File: config.mk
export PLATFORM = sky130hd
export DESIGN_NAME = ipc_mailbox
export DESIGN_NICKNAME = d
export VERILOG_FILES = /design/src/rtl/mbx_pkg.sv /design/src/rtl/mbx_fifo.sv /design/src/rtl/mbx_user_irq.sv /design/src/rtl/ipc_mailbox.sv
export SDC_FILE = /design/constraint.sdc
export NUM_CORES = 1
export LEC_CHECK = 0
export ABC_CLOCK_PERIOD_IN_PS = 4500
export BUFFER_PORTS_ARGS = -buffer_cell sky130_fd_sc_hd__buf_2
export CAP_MARGIN = 20
export CORE_ASPECT_RATIO = 0.8
export CORE_UTILIZATION = 25
export CTS_CLUSTER_SIZE = 24
export DETAILED_ROUTE_END_ITERATION = 16
export PLACE_DENSITY = 0.39
export SLEW_MARGIN = 0
export SYNTH_ARGS = -nofsm -noshare
export SYNTH_HDL_FRONTEND = slang
export SYNTH_SLANG_ARGS = --single-unit
File: constraint.sdc
create_clock -name clk -period 4.5 [get_ports clk]
set_input_delay 0.675 -clock clk [delete_from_list [all_inputs] [get_ports clk]]
set_output_delay 0.675 -clock clk [all_outputs]
set_load 0.02 [all_outputs]
File: src/rtl/mbx_pkg.sv
package mbx_pkg;
   localparam int ADDR_W   = 12;
   localparam int DATA_W   = 32;
   localparam int MSG_BASE = 'h040;
   localparam int FUL_BASE = 'h080;
   localparam int CNT_BASE = 'h0C0;
   localparam int USR_BASE = 'h104;
   localparam int USR_STEP = 'h10;

   function automatic logic [ADDR_W-1:0] msg_ofs(input int m);
      return ADDR_W'(MSG_BASE + 4 * m);
   endfunction
   function automatic logic [ADDR_W-1:0] ful_ofs(input int m);
      return ADDR_W'(FUL_BASE + 4 * m);
   endfunction
   function automatic logic [ADDR_W-1:0] cnt_ofs(input int m);
      return ADDR_W'(CNT_BASE + 4 * m);
   endfunction
   // k = 0 status, 1 enable-set, 2 enable-clear
   function automatic logic [ADDR_W-1:0] usr_ofs(input int u, input int k);
      return ADDR_W'(USR_BASE + USR_STEP * u + 4 * k);
   endfunction
endpackage

File: src/rtl/mbx_fifo.sv
module mbx_fifo #(
   parameter int DW    = 32,
   parameter int DEPTH = 4,
   localparam int PW   = (DEPTH > 1) ? $clog2(DEPTH) : 1,
   localparam int CW   = $clog2(DEPTH + 1)
) (
   input  logic          clk,
   input  logic          rst,
   input  logic          push,
   input  logic          pop,
   input  logic [DW-1:0] din,
   output logic [DW-1:0] head,
   output logic [CW-1:0] count,
   output logic          full,
   output logic          push_ok,
   output logic          freed
);
   generate
      if (DEPTH < 2) begin : g_bad_depth
         $error("mbx_fifo: DEPTH must be at least 2");
      end
   endgenerate

   logic [DW-1:0] mem [DEPTH];
   logic [PW-1:0] wptr, rptr;
   logic          pop_ok;

   assign full    = (count == CW'(DEPTH));
   assign push_ok = push && !full;
   assign pop_ok  = pop && (count != '0);
   assign freed   = pop_ok && full;
   assign head    = mem[rptr];

   function automatic logic [PW-1:0] nxt(input logic [PW-1:0] p);
      return (p == PW'(DEPTH - 1)) ? '0 : p + 1'b1;
   endfunction

   always_ff @(posedge clk) begin
      if (rst) begin
         wptr  <= '0;
         rptr  <= '0;
         count <= '0;
      end else begin
         if (push_ok) begin
            mem[wptr] <= din;
            wptr      <= nxt(wptr);
         end
         if (pop_ok) rptr <= nxt(rptr);
         count <= count + CW'(push_ok) - CW'(pop_ok);
      end
   end


   depth_bound_chk: assert property (@(posedge clk) disable iff (rst)
      count <= CW'(DEPTH));

   drop_full_chk: assert property (@(posedge clk) disable iff (rst)
      (push && full && !pop) |=> count == CW'(DEPTH));

   empty_pop_chk: assert property (@(posedge clk) disable iff (rst)
      (pop && !push && count == '0) |=> count == '0);
endmodule

File: src/rtl/mbx_user_irq.sv
module mbx_user_irq #(
   parameter int NB = 8
) (
   input  logic          clk,
   input  logic          rst,
   input  logic [NB-1:0] ev,
   input  logic          st_w1c,
   input  logic          en_set,
   input  logic          en_clr,
   input  logic [NB-1:0] wbits,
   output logic [NB-1:0] status,
   output logic [NB-1:0] enable,
   output logic          irq
);
   always_ff @(posedge clk) begin
      if (rst) begin
         status <= '0;
         enable <= '0;
      end else begin
         status <= (status & ~(st_w1c ? wbits : '0)) | ev;
         if (en_set)      enable <= enable | wbits;
         else if (en_clr) enable <= enable & ~wbits;
      end
   end

   assign irq = |(status & enable);


   event_capture_chk: assert property (@(posedge clk) disable iff (rst)
      (ev != '0) |=> (status & $past(ev)) == $past(ev));

   sticky_status_chk: assert property (@(posedge clk) disable iff (rst)
      !st_w1c |=> ($past(status) & ~status) == '0);

   enable_or_chk: assert property (@(posedge clk) disable iff (rst)
      en_set |=> (enable & $past(wbits)) == $past(wbits));

   enable_clr_chk: assert property (@(posedge clk) disable iff (rst)
      (en_clr && !en_set) |=> ((enable & $past(wbits)) == '0) &&
                              (((enable ^ $past(enable)) & ~$past(wbits)) == '0));
endmodule

File: src/rtl/ipc_mailbox.sv
module ipc_mailbox
   import mbx_pkg::*;
#(
   parameter int          NUM_FIFOS = 4,
   parameter int          NUM_USERS = 2,
   parameter int          DEPTH     = 4,
   parameter logic [31:0] REVISION  = 32'h0000_0400,
   localparam int         NB        = 2 * NUM_FIFOS,
   localparam int         CW        = $clog2(DEPTH + 1)
) (
   input  logic                 clk,
   input  logic                 rst,
   input  logic [ADDR_W-1:0]    addr,
   input  logic                 wr_en,
   input  logic [DATA_W-1:0]    wdata,
   input  logic                 rd_en,
   output logic [DATA_W-1:0]    rdata,
   output logic [NUM_USERS-1:0] irq
);
   generate
      if (NUM_FIFOS < 1 || NUM_FIFOS > 16) begin : g_bad_fifos
         $error("ipc_mailbox: NUM_FIFOS must be 1..16");
      end
      if (NUM_USERS < 1 || NUM_USERS > 64) begin : g_bad_users
         $error("ipc_mailbox: NUM_USERS must be 1..64");
      end
   endgenerate

   logic [NUM_FIFOS-1:0][DATA_W-1:0] head;
   logic [NUM_FIFOS-1:0][CW-1:0]     cnt;
   logic [NUM_FIFOS-1:0]             full, push_ok, freed;
   logic [NB-1:0]                    ev;
   logic [NUM_USERS-1:0][NB-1:0]     status, enable;

   for (genvar m = 0; m < NUM_FIFOS; m++) begin : g_fifo
      logic hit;
      assign hit = (addr == msg_ofs(m));
      mbx_fifo #(.DW(DATA_W), .DEPTH(DEPTH)) u_fifo (
         .clk     (clk),
         .rst     (rst),
         .push    (wr_en && hit),
         .pop     (rd_en && hit),
         .din     (wdata),
         .head    (head[m]),
         .count   (cnt[m]),
         .full    (full[m]),
         .push_ok (push_ok[m]),
         .freed   (freed[m])
      );
      assign ev[2*m]   = push_ok[m];
      assign ev[2*m+1] = freed[m];
   end

   for (genvar u = 0; u < NUM_USERS; u++) begin : g_user
      mbx_user_irq #(.NB(NB)) u_irq (
         .clk    (clk),
         .rst    (rst),
         .ev     (ev),
         .st_w1c (wr_en && addr == usr_ofs(u, 0)),
         .en_set (wr_en && addr == usr_ofs(u, 1)),
         .en_clr (wr_en && addr == usr_ofs(u, 2)),
         .wbits  (wdata[NB-1:0]),
         .status (status[u]),
         .enable (enable[u]),
         .irq    (irq[u])
      );
   end

   always_comb begin
      rdata = '0;
      if (addr == '0) rdata = REVISION;
      for (int m = 0; m < NUM_FIFOS; m++) begin
         if (addr == msg_ofs(m)) rdata = (cnt[m] != '0) ? head[m] : '0;
         if (addr == ful_ofs(m)) rdata = DATA_W'(full[m]);
         if (addr == cnt_ofs(m)) rdata = DATA_W'(cnt[m]);
      end
      for (int u = 0; u < NUM_USERS; u++) begin
         if (addr == usr_ofs(u, 0)) rdata = DATA_W'(status[u]);
         if (addr == usr_ofs(u, 1) || addr == usr_ofs(u, 2))
            rdata = DATA_W'(enable[u]);
      end
   end


   irq_quiet_chk: assert property (@(posedge clk) disable iff (rst)
      (status == '0) |-> (irq == '0));

   notfull_only_from_full_chk: assert property (@(posedge clk) disable iff (rst)
      (ev[1] == 1'b1) |-> full[0]);
endmodule

==> impl_results.html, run 1 <==
<table>
<tr><th>Metric</th><th>Value</th></tr>
<tr><th colspan="2">Status</th></tr>
<tr><td>Run status</td><td>finished, final reports clean</td></tr>
<tr><th colspan="2">Critical path</th></tr>
<tr><td>End point of the critical path</td><td>rdata[5]</td></tr>
<tr><td>Critical path startpoint</td><td>addr[2]</td></tr>
<tr><td>Maximum fanout along the worst path</td><td>29</td></tr>
<tr><td>Launch point of the worst reg-to-reg path</td><td>g_fifo[0].u_fifo.count[1]</td></tr>
<tr><td>Slowest stage delay, CP</td><td>770 ps</td></tr>
<tr><td>Critical path class</td><td>primary input to primary output</td></tr>
<tr><td>Capture instance of the worst register-to-register path</td><td>g_fifo[0].u_fifo.count[2]</td></tr>
<tr><td>CP top delay family</td><td>simple AND/OR/NAND/NOR gates</td></tr>
<tr><td>Cell type of the slowest stage on the worst timing path</td><td>sky130_fd_sc_hd__nor4_2</td></tr>
<tr><td>Worst Reg-to-Reg Cells</td><td>13</td></tr>
<tr><td>Logic depth of the worst setup path including buffers</td><td>8</td></tr>
<tr><td>Endpoint type of the worst setup path</td><td>primary output</td></tr>
<tr><td>Arrival time of data at the critical path endpoint</td><td>3510 ps</td></tr>
<tr><td>Cells along the critical path</td><td>buf_2, or4b_1, nor4_2, a2bb2oi_1, o21ai_0, a21oi_1, o21ai_0, buf_2</td></tr>
<tr><td>Startpoint class of the critical path</td><td>primary input</td></tr>
<tr><td>Worst path bufs/invs</td><td>2</td></tr>
<tr><td>Endpoint required time on the critical path</td><td>3830 ps</td></tr>
<tr><td>Minimum setup slack among reg-to-reg paths</td><td>1420 ps</td></tr>
<tr><th colspan="2">Route</th></tr>
<tr><td>DRC errors left</td><td>0</td></tr>
<tr><td>Final wirelength</td><td>65200 µm</td></tr>
<tr><td>Pre-antenna DRT Iters</td><td>5</td></tr>
<tr><td>Via density per instance</td><td>4.64</td></tr>
<tr><td>Routed length per instance</td><td>24.4 µm</td></tr>
<tr><td>Routed Antenna Nets</td><td>0</td></tr>
<tr><td>Drt initial violations</td><td>1105</td></tr>
<tr><td>Via count</td><td>12.4k</td></tr>
<tr><th colspan="2">Synth</th></tr>
<tr><td>Number of synthesized flops with an enable pin</td><td>512</td></tr>
<tr><td>Ys async rst share</td><td>0%</td></tr>
<tr><td>Post-synth top flop</td><td>sky130_fd_sc_hd__edfxtp_1</td></tr>
<tr><td>Seq cells post-synth</td><td>580</td></tr>
<tr><td>Cell taking the most area after synthesis</td><td>sky130_fd_sc_hd__edfxtp_1</td></tr>
<tr><td>Seq/Total Area, Yosys</td><td>72.6%</td></tr>
<tr><td>Post-synthesis average cell area</td><td>18.0 µm²</td></tr>
<tr><td>Share of Yosys cell area claimed by the top area cell type</td><td>66.7%</td></tr>
<tr><td>Gate count after technology mapping</td><td>1277</td></tr>
<tr><td>Synthesis warning total</td><td>0</td></tr>
<tr><td>Synthesized net count</td><td>1357</td></tr>
<tr><td>Top cells by area in the synthesized netlist</td><td>sky130_fd_sc_hd__edfxtp_1 67%, sky130_fd_sc_hd__mux4_2 13%, sky130_fd_sc_hd__dfxtp_1 5.9%</td></tr>
<tr><td>Area of the mapped netlist</td><td>23000 µm²</td></tr>
<tr><td>Distinct cells, synth</td><td>63</td></tr>
<tr><th colspan="2">Place</th></tr>
<tr><td>Global placer's final weighted congestion</td><td>0.809</td></tr>
<tr><td>Count of buffers from port buffering</td><td>81</td></tr>
<tr><td>Dpl cells</td><td>2548</td></tr>
<tr><td>Pre-CTS WS</td><td>371 ps</td></tr>
<tr><td>Detail Placement HPWL</td><td>39100 µm</td></tr>
<tr><th colspan="2">Floorplanning</th></tr>
<tr><td>Chip Width</td><td>341 µm</td></tr>
<tr><td>Initial core utilization</td><td>25.2%</td></tr>
<tr><td>Core Area</td><td>91300 µm²</td></tr>
<tr><td>DIE AREA</td><td>93400 µm²</td></tr>
<tr><td>Number of rows created at floorplan</td><td>99</td></tr>
<tr><td>Io pins</td><td>82</td></tr>
<tr><td>Die Span Y</td><td>274 µm</td></tr>
<tr><th colspan="2">Finish</th></tr>
<tr><td>Area growth from synthesis to layout</td><td>19.1%</td></tr>
<tr><td>Most frequent standard cell in the layout excluding fill and tap cells</td><td>sky130_fd_sc_hd__edfxtp_1</td></tr>
<tr><td>Number of filler instances in the final layout</td><td>8936</td></tr>
<tr><td>Commonest cells after routing, fill and taps aside</td><td>512 x sky130_fd_sc_hd__edfxtp_1, 128 x sky130_fd_sc_hd__mux4_2, 106 x sky130_fd_sc_hd__nand2_1, 81 x sky130_fd_sc_hd__buf_2, 69 x sky130_fd_sc_hd__a21oi_1</td></tr>
<tr><td>Fraction of final layout cells sized beyond drive strength 1</td><td>27.0%</td></tr>
<tr><td>Non-filler instance count after layout</td><td>2673</td></tr>
<tr><td>Number of nets in the final layout</td><td>1486</td></tr>
<tr><td>Antenna diodes</td><td>0</td></tr>
<tr><th colspan="2">Timing</th></tr>
<tr><td>Worst-case headroom to the max-slew limit</td><td>42.2%</td></tr>
<tr><td>Ratio of final minimum period to clock period</td><td>92.9%</td></tr>
<tr><td>Number of max-slew violations in the final report</td><td>0</td></tr>
<tr><td>Transition time at the pin with the least slew margin</td><td>860 ps</td></tr>
<tr><td>Worst clock skew</td><td>23.9 ps</td></tr>
<tr><td>Fin crit period</td><td>4180 ps</td></tr>
<tr><td>Setup repair after global routing missed its margin</td><td>false</td></tr>
<tr><td>Post-layout worst setup margin</td><td>320 ps</td></tr>
<tr><td>Number of failing setup endpoints in the final timing report</td><td>0</td></tr>
<tr><td>Setup TNS</td><td>0 ps</td></tr>
<tr><td>Number of endpoints with negative hold slack in the final report</td><td>0</td></tr>
<tr><td>Max frequency</td><td>239 MHz</td></tr>
<tr><th colspan="2">Worst hold path</th></tr>
<tr><td>Hold crit path type</td><td>primary input to register</td></tr>
<tr><th colspan="2">Clock tree</th></tr>
<tr><td>Total of cells resized after clock tree synthesis</td><td>0</td></tr>
<tr><td>Clock tree from TritonCTS</td><td>built</td></tr>
<tr><td>Clock buffer depth</td><td>3</td></tr>
<tr><td>Hold buffers post-CTS</td><td>0</td></tr>
<tr><td>Clock-pin slew of the registers on the worst-case setup and hold paths</td><td>60 ps</td></tr>
<tr><td>Total clock buffers created by CTS</td><td>68</td></tr>
<tr><td>Clock latency of the later-clocked register in the worst-skew pair</td><td>610 ps</td></tr>
<tr><td>Post-CTS setup repair buffer count</td><td>0</td></tr>
<tr><td>Clock tree root buffer cell</td><td>sky130_fd_sc_hd__clkbuf_16</td></tr>
<tr><td>H-tree level count</td><td>3</td></tr>
<tr><td>CTS Sinks</td><td>580</td></tr>
<tr><th colspan="2">Global route</th></tr>
<tr><td>Maximum number of pins on one net before global-route repair</td><td>41</td></tr>
<tr><td>Aggregate global-route resource usage</td><td>14.0%</td></tr>
<tr><td>Overflow left after global routing</td><td>0</td></tr>
<tr><td>Vias in the first global route</td><td>12.7k</td></tr>
<tr><td>First-pass GRT wire length</td><td>94100 µm</td></tr>
<tr><td>Number of antenna violations at the first check in global routing</td><td>0</td></tr>
<tr><th colspan="2">Power</th></tr>
<tr><td>Cell leakage power</td><td>8.67 nW</td></tr>
<tr><td>Total Power Consumption</td><td>0.0115 W</td></tr>
<tr><td>VDD IR max</td><td>0.000250 V</td></tr>
<tr><td>Power density over the cells</td><td>419 nW/µm²</td></tr>
<tr><th colspan="2">Run</th></tr>
<tr><td>Reported max-cap violation count</td><td>0</td></tr>
</table>
-- through the flow --
step | util [%] | cell area (µm²) | hold slack (ps)
final | 30.1 | 27400 | 449
after global routing | 30.1 | 27400 | 438
after CTS | 30.1 | 27400 | 413
after detailed placement | 27.6 | 25200 | 465
after global placement | 27.6 | 25200 | 468
after floorplan | - | 23000 | 441
-- cell type report --
cell class | instances | area [µm²] | share of cell area (%)
inverters | 28 | 105 | 0.383
well taps | 1212 | 1520 | 5.53
multi-input cells | 602 | 5940 | 21.6
flip-flops and latches | 580 | 16700 | 61.0
clock inverters | 39 | 439 | 1.60
clock buffers | 86 | 1780 | 6.48
repair buffers | 126 | 918 | 3.35
-- worst register-to-register path, cell delays in order (launching register included) --
cell and delay, ps:
sky130_fd_sc_hd__dfxtp_1 390, sky130_fd_sc_hd__or3_1 440, sky130_fd_sc_hd__and4_2 290, sky130_fd_sc_hd__buf_4 250, sky130_fd_sc_hd__nand2_1 170, sky130_fd_sc_hd__inv_1 110, sky130_fd_sc_hd__ha_1 280, sky130_fd_sc_hd__inv_1 50
sky130_fd_sc_hd__ha_1 130, sky130_fd_sc_hd__inv_1 50, sky130_fd_sc_hd__fa_1 410, sky130_fd_sc_hd__xor2_1 190, sky130_fd_sc_hd__xnor2_1 140, sky130_fd_sc_hd__nor2_1 50
-- report_power, final --
| group | internal (W) | total (W) | switching (W) |
|---|---|---|---|
| combinational | 0.0000247 | 0.000146 | 0.000121 |
| clock | 0.00325 | 0.00551 | 0.00226 |
| sequential | 0.00585 | 0.00585 | 0.0000000746 |
| total | 0.00912 | 0.0115 | 0.00238 |
-- metal layers --
metal	routed length, µm	GRT usage, %	vias up
met5	0	0	-
met4	1070	3.36	0
met3	2880	2.19	77
met2	30300	22.1	294
met1	31000	20.2	6587
li1	-	-	5434
-- how the worst min path moves through the flow --
| stage | from | to | depth (start not counted) |
|---|---|---|---|
| after detailed placement | g_fifo[2].u_fifo.rptr[1] | register | 2 |
| after CTS | wdata[11] | g_fifo[2].u_fifo.mem[2][11] | 1 |
| after global routing | wdata[15] | g_fifo[3].u_fifo.mem[3][15] | 1 |
| after global placement | g_fifo[2].u_fifo.rptr[1] | register | 2 |
| final | wdata[11] | g_fifo[2].u_fifo.mem[2][11] | 1 |
| after floorplan | g_user[0].u_irq.status[2] | g_user[0].u_irq.status[2] | 2 |
-- cell usage after synthesis (8+ instances only) --
cell type,number
sky130_fd_sc_hd__o21ai_0,15
sky130_fd_sc_hd__mux4_2,128
sky130_fd_sc_hd__buf_2,17
sky130_fd_sc_hd__a311oi_1,14
sky130_fd_sc_hd__a21oi_1,69
sky130_fd_sc_hd__and2_1,21
sky130_fd_sc_hd__inv_1,27
sky130_fd_sc_hd__nor2b_1,9
sky130_fd_sc_hd__a22oi_1,54
sky130_fd_sc_hd__nand4_1,8
sky130_fd_sc_hd__edfxtp_1,512
sky130_fd_sc_hd__nor2_1,34
sky130_fd_sc_hd__dfxtp_1,68
sky130_fd_sc_hd__buf_1,9
sky130_fd_sc_hd__ha_1,28
sky130_fd_sc_hd__nand2_1,106
sky130_fd_sc_hd__nor3_1,18
sky130_fd_sc_hd__clkbuf_1,34
-- cells by family after synthesis --
group | after synthesis | share of synthesized area [%]
flip-flops | 580 | 72.6
AND/OR/NAND/NOR | 242 | 5.29
AO/OA/AOI/OAI | 190 | 5.55
multiplexers | 129 | 12.6
buffers and inverters | 95 | 1.79
adder cells (fa/ha/maj) | 32 | 1.87
XOR/XNOR | 9 | 0.342
-- state kept, by name, summed over array words and instances (netlist names), named ones only --
signal	flops
g_fifo.u_fifo.wptr	8
g_fifo.u_fifo.rptr	8
g_fifo.u_fifo.count	12
g_user.u_irq.status	16
g_fifo.u_fifo.mem	512
(Power assumes the default switching activity.)
==> run 2, diff against run 1 <==
--- a/config.mk
+++ b/config.mk
@@ -9,6 +9,7 @@
 export BUFFER_PORTS_ARGS = -buffer_cell sky130_fd_sc_hd__buf_2
 export CAP_MARGIN = 20
 export CORE_ASPECT_RATIO = 0.8
+export CORE_MARGIN = 4
 export CORE_UTILIZATION = 25
 export CTS_CLUSTER_SIZE = 24
 export DETAILED_ROUTE_END_ITERATION = 16
==> constraint.sdc (replaced) <==
create_clock -name clk -period 4.5 [get_ports clk]
set_input_delay 0.675 -clock clk [delete_from_list [all_inputs] [get_ports clk]]
set_output_delay 0.675 -clock clk [all_outputs]
set_load 0.1 [all_outputs]
==> run 2 against run 1 <==
  * Sequential cell count unchanged
  * Register-to-register slack improved by 150 ps
  * First-iteration DRC count decreased by 10%
  * Fmax increased by 3.1%
  * Largest power group unchanged
  * Highest routed layer unchanged
==> impl_results.html, run 2 (same netlist as run 1, synthesis figures left out) <==
<table>
<tr><th>Metric</th><th>Value</th></tr>
<tr><th colspan="2">Timing</th></tr>
<tr><td>Tightest hold margin</td><td>449 ps (-0.492 ps)</td></tr>
<tr><td>Transition time at the pin with the least slew margin</td><td>841 ps (-19.3 ps)</td></tr>
<tr><td>Ratio of final minimum period to clock period</td><td>90.1% (-2.8 points)</td></tr>
<tr><td>Worst clock skew</td><td>27.7 ps (+3.86 ps)</td></tr>
<tr><td>Number of failing setup endpoints in the final timing report</td><td>0 (unchanged)</td></tr>
<tr><td>Setup TNS</td><td>0 ps (unchanged)</td></tr>
<tr><td>Fin crit period</td><td>4050 ps (-127 ps)</td></tr>
<tr><td>Number of endpoints with negative hold slack in the final report</td><td>0 (unchanged)</td></tr>
<tr><td>Worst-case headroom to the max-slew limit</td><td>43.9% (+1.8 points)</td></tr>
<tr><td>Number of max-slew violations in the final report</td><td>0 (unchanged)</td></tr>
<tr><td>Max frequency</td><td>247 MHz (+3.1%)</td></tr>
<tr><td>Setup repair after global routing missed its margin</td><td>false</td></tr>
<tr><th colspan="2">Global route</th></tr>
<tr><td>Vias in the first global route</td><td>13.0k (+1.8%)</td></tr>
<tr><td>First-pass GRT wire length</td><td>95700 µm (+1.7%)</td></tr>
<tr><td>Overflow left after global routing</td><td>0 (unchanged)</td></tr>
<tr><td>Maximum number of pins on one net before global-route repair</td><td>55 (+34%)</td></tr>
<tr><td>Number of antenna violations at the first check in global routing</td><td>2 (+2)</td></tr>
<tr><td>Aggregate global-route resource usage</td><td>13.7% (-0.39 points)</td></tr>
<tr><th colspan="2">Power</th></tr>
<tr><td>VDD IR max</td><td>0.000223 V (-11%)</td></tr>
<tr><td>Cell leakage power</td><td>8.74 nW (+0.81%)</td></tr>
<tr><td>Power density over the cells</td><td>404 nW/µm² (-3.6%)</td></tr>
<tr><th colspan="2">Finish</th></tr>
<tr><td>Area used by sequential logic in the layout</td><td>16700 µm² (about the same)</td></tr>
<tr><td>Fraction of final layout cells sized beyond drive strength 1</td><td>27.3% (+0.36 points)</td></tr>
<tr><td>Antenna diodes</td><td>0 (unchanged)</td></tr>
<tr><td>Commonest cells after routing, fill and taps aside</td><td>512 x sky130_fd_sc_hd__edfxtp_1, 128 x sky130_fd_sc_hd__mux4_2, 106 x sky130_fd_sc_hd__nand2_1, 71 x sky130_fd_sc_hd__clkbuf_16, 69 x sky130_fd_sc_hd__a21oi_1</td></tr>
<tr><td>Largest registers</td><td>g_fifo.u_fifo.mem: 512 flops, g_user.u_irq.status: 16 flops, g_fifo.u_fifo.count: 12 flops</td></tr>
<tr><td>Multi-input gate area</td><td>5950 µm² (+0.27%)</td></tr>
<tr><td>Flip-flop count of the largest register, all copies and words added</td><td>512 (unchanged)</td></tr>
<tr><td>Register with the most flip-flops</td><td>g_fifo.u_fifo.mem</td></tr>
<tr><td>Most frequent standard cell in the layout excluding fill and tap cells</td><td>sky130_fd_sc_hd__edfxtp_1</td></tr>
<tr><td>Number of nets in the final layout</td><td>1489 (+0.20%)</td></tr>
<tr><td>Area growth from synthesis to layout</td><td>20.9%</td></tr>
<tr><td>Number of filler instances in the final layout</td><td>8899 (-0.41%)</td></tr>
<tr><th colspan="2">Critical path</th></tr>
<tr><td>Maximum fanout along the worst path</td><td>29 (unchanged)</td></tr>
<tr><td>Endpoint type of the worst setup path</td><td>primary output</td></tr>
<tr><td>Slowest stage delay, CP</td><td>660 ps (-110 ps)</td></tr>
<tr><td>Arrival time of data at the critical path endpoint</td><td>3380 ps (-130 ps)</td></tr>
<tr><td>Cell type of the slowest stage on the worst timing path</td><td>sky130_fd_sc_hd__or4b_1</td></tr>
<tr><td>Critical path startpoint</td><td>addr[2]</td></tr>
<tr><td>Launch point of the worst reg-to-reg path</td><td>g_fifo[0].u_fifo.count[1]</td></tr>
<tr><td>Critical path class</td><td>primary input to primary output</td></tr>
<tr><td>Startpoint class of the critical path</td><td>primary input</td></tr>
<tr><td>Endpoint required time on the critical path</td><td>3830 ps (about the same)</td></tr>
<tr><td>Cells along the critical path</td><td>buf_2, or4b_1, nor2_1, o2111a_1, o21ai_0, a31oi_1, o21a_1, nor3_2, buf_12</td></tr>
<tr><th colspan="2">Floorplanning</th></tr>
<tr><td>Die Span Y</td><td>280 µm (+2.2%)</td></tr>
<tr><td>Number of rows created at floorplan</td><td>99 (unchanged)</td></tr>
<tr><td>Initial core utilization</td><td>25.2% (unchanged)</td></tr>
<tr><td>Core Area</td><td>91300 µm² (unchanged)</td></tr>
<tr><td>Io pins</td><td>82 (unchanged)</td></tr>
<tr><td>DIE AREA</td><td>97100 µm² (+4.0%)</td></tr>
<tr><td>Chip Width</td><td>347 µm (+1.8%)</td></tr>
<tr><th colspan="2">Clock tree</th></tr>
<tr><td>Clock buffer depth</td><td>3 (unchanged)</td></tr>
<tr><td>Post-CTS setup repair buffer count</td><td>0 (unchanged)</td></tr>
<tr><td>Clock-pin slew of the registers on the worst-case setup and hold paths</td><td>60 ps (about the same)</td></tr>
<tr><td>Clock tree from TritonCTS</td><td>built</td></tr>
<tr><td>Clock latency of the later-clocked register in the worst-skew pair</td><td>610 ps (about the same)</td></tr>
<tr><td>CTS Sinks</td><td>580 (unchanged)</td></tr>
<tr><td>Hold buffers post-CTS</td><td>0 (unchanged)</td></tr>
<tr><td>H-tree level count</td><td>3 (unchanged)</td></tr>
<tr><td>Total clock buffers created by CTS</td><td>66 (-2.9%)</td></tr>
<tr><td>Clock tree root buffer cell</td><td>sky130_fd_sc_hd__clkbuf_16</td></tr>
<tr><td>Total of cells resized after clock tree synthesis</td><td>0 (unchanged)</td></tr>
<tr><th colspan="2">Route</th></tr>
<tr><td>Pre-antenna DRT Iters</td><td>5 (unchanged)</td></tr>
<tr><td>Routed length per instance</td><td>24.9 µm (+2.1%)</td></tr>
<tr><td>Via density per instance</td><td>4.70 (+1.3%)</td></tr>
<tr><td>DRC errors left</td><td>0 (unchanged)</td></tr>
<tr><td>Routed Antenna Nets</td><td>0 (unchanged)</td></tr>
<tr><td>Via count</td><td>12.6k (+1.3%)</td></tr>
<tr><td>Final wirelength</td><td>66500 µm (+2.1%)</td></tr>
<tr><td>Drt initial violations</td><td>994 (-10%)</td></tr>
<tr><th colspan="2">Place</th></tr>
<tr><td>Global placer's final weighted congestion</td><td>0.862 (+6.6%)</td></tr>
<tr><td>Count of buffers from port buffering</td><td>81 (unchanged)</td></tr>
<tr><td>Detail Placement HPWL</td><td>41200 µm (+5.3%)</td></tr>
<tr><th colspan="2">Worst hold path</th></tr>
<tr><td>Hold crit path type</td><td>primary input to register</td></tr>
<tr><td>Worst hold path startpoint</td><td>rst</td></tr>
<tr><th colspan="2">Status</th></tr>
<tr><td>Run status</td><td>finished, final reports clean</td></tr>
<tr><th colspan="2">Run</th></tr>
<tr><td>Reported max-cap violation count</td><td>0 (unchanged)</td></tr>
</table>
## run 2: cell types whose count changed in the layout (fill, tap and decap cells not counted), sizes merged
cell | before | now
buf | 126 | 131
bufinv | 7 | 4
clkbuf | 86 | 90
clkinvlp | 4 | 2
inv | 34 | 29
## run 2: where the power goes
| part | total, W | leakage, nW | switching [W] | internal, W |
|---|---|---|---|---|
| combinational | 0.000147 | 2.56 | 0.000121 | 0.0000255 |
| sequential | 0.00585 | 5.15 | 0.0000000784 | 0.00585 |
| clock | 0.00526 | 1.03 | 0.00214 | 0.00312 |
| total | 0.0113 | 8.74 | 0.00226 | 0.00899 |
## run 2: stage by stage
stage	cell area, µm²	total power (W)	worst slack, ps	std cells	util [%]
after floorplan	23100	0.00599	106	1277	-
after global placement	25800	0.00610	346	2553	28.2
after detailed placement	25800	0.00611	333	2553	28.2
after CTS	27900	0.0114	336	2672	30.5
after global routing	27900	0.0117	227	2672	30.5
final	27900	0.0113	447	2672	30.5
## run 2: final cells by class
type                       instances  area share, %
sequential                       580           60.1
timing repair buffer             131           5.15
clock buffer                      90           6.67
tap                             1212           5.44
multi-input combinational        602           21.4
inverter                          28          0.377
clock inverter                    29          0.885
## run 2: worst paths after layout
kind / end / slack, ps / cells past startpoint
max reg2reg: g_fifo[0].u_fifo.count[2] / 1570 / 12
min reg2reg: register / 480 / 2
max: rdata[0] / 450 / 9
min: g_fifo[2].u_fifo.wptr[0] / 450 / 2
## run 2: critical path: cells and delay by family
kind,cells,cell delay [ps]
AO/OA/AOI/OAI,4,1030
AND/OR/NAND/NOR,3,990
buffers and inverters,2,660
## run 2: metal layers
metal / global-route usage, % / wire, µm / vias to the layer above
met5: 0 / 0 / -
met4: 3.80 / 1640 / 0
met1: 19.6 / 31500 / 6694
li1: - / - / 5427
met2: 20.9 / 30000 / 332
met3: 2.99 / 3440 / 98
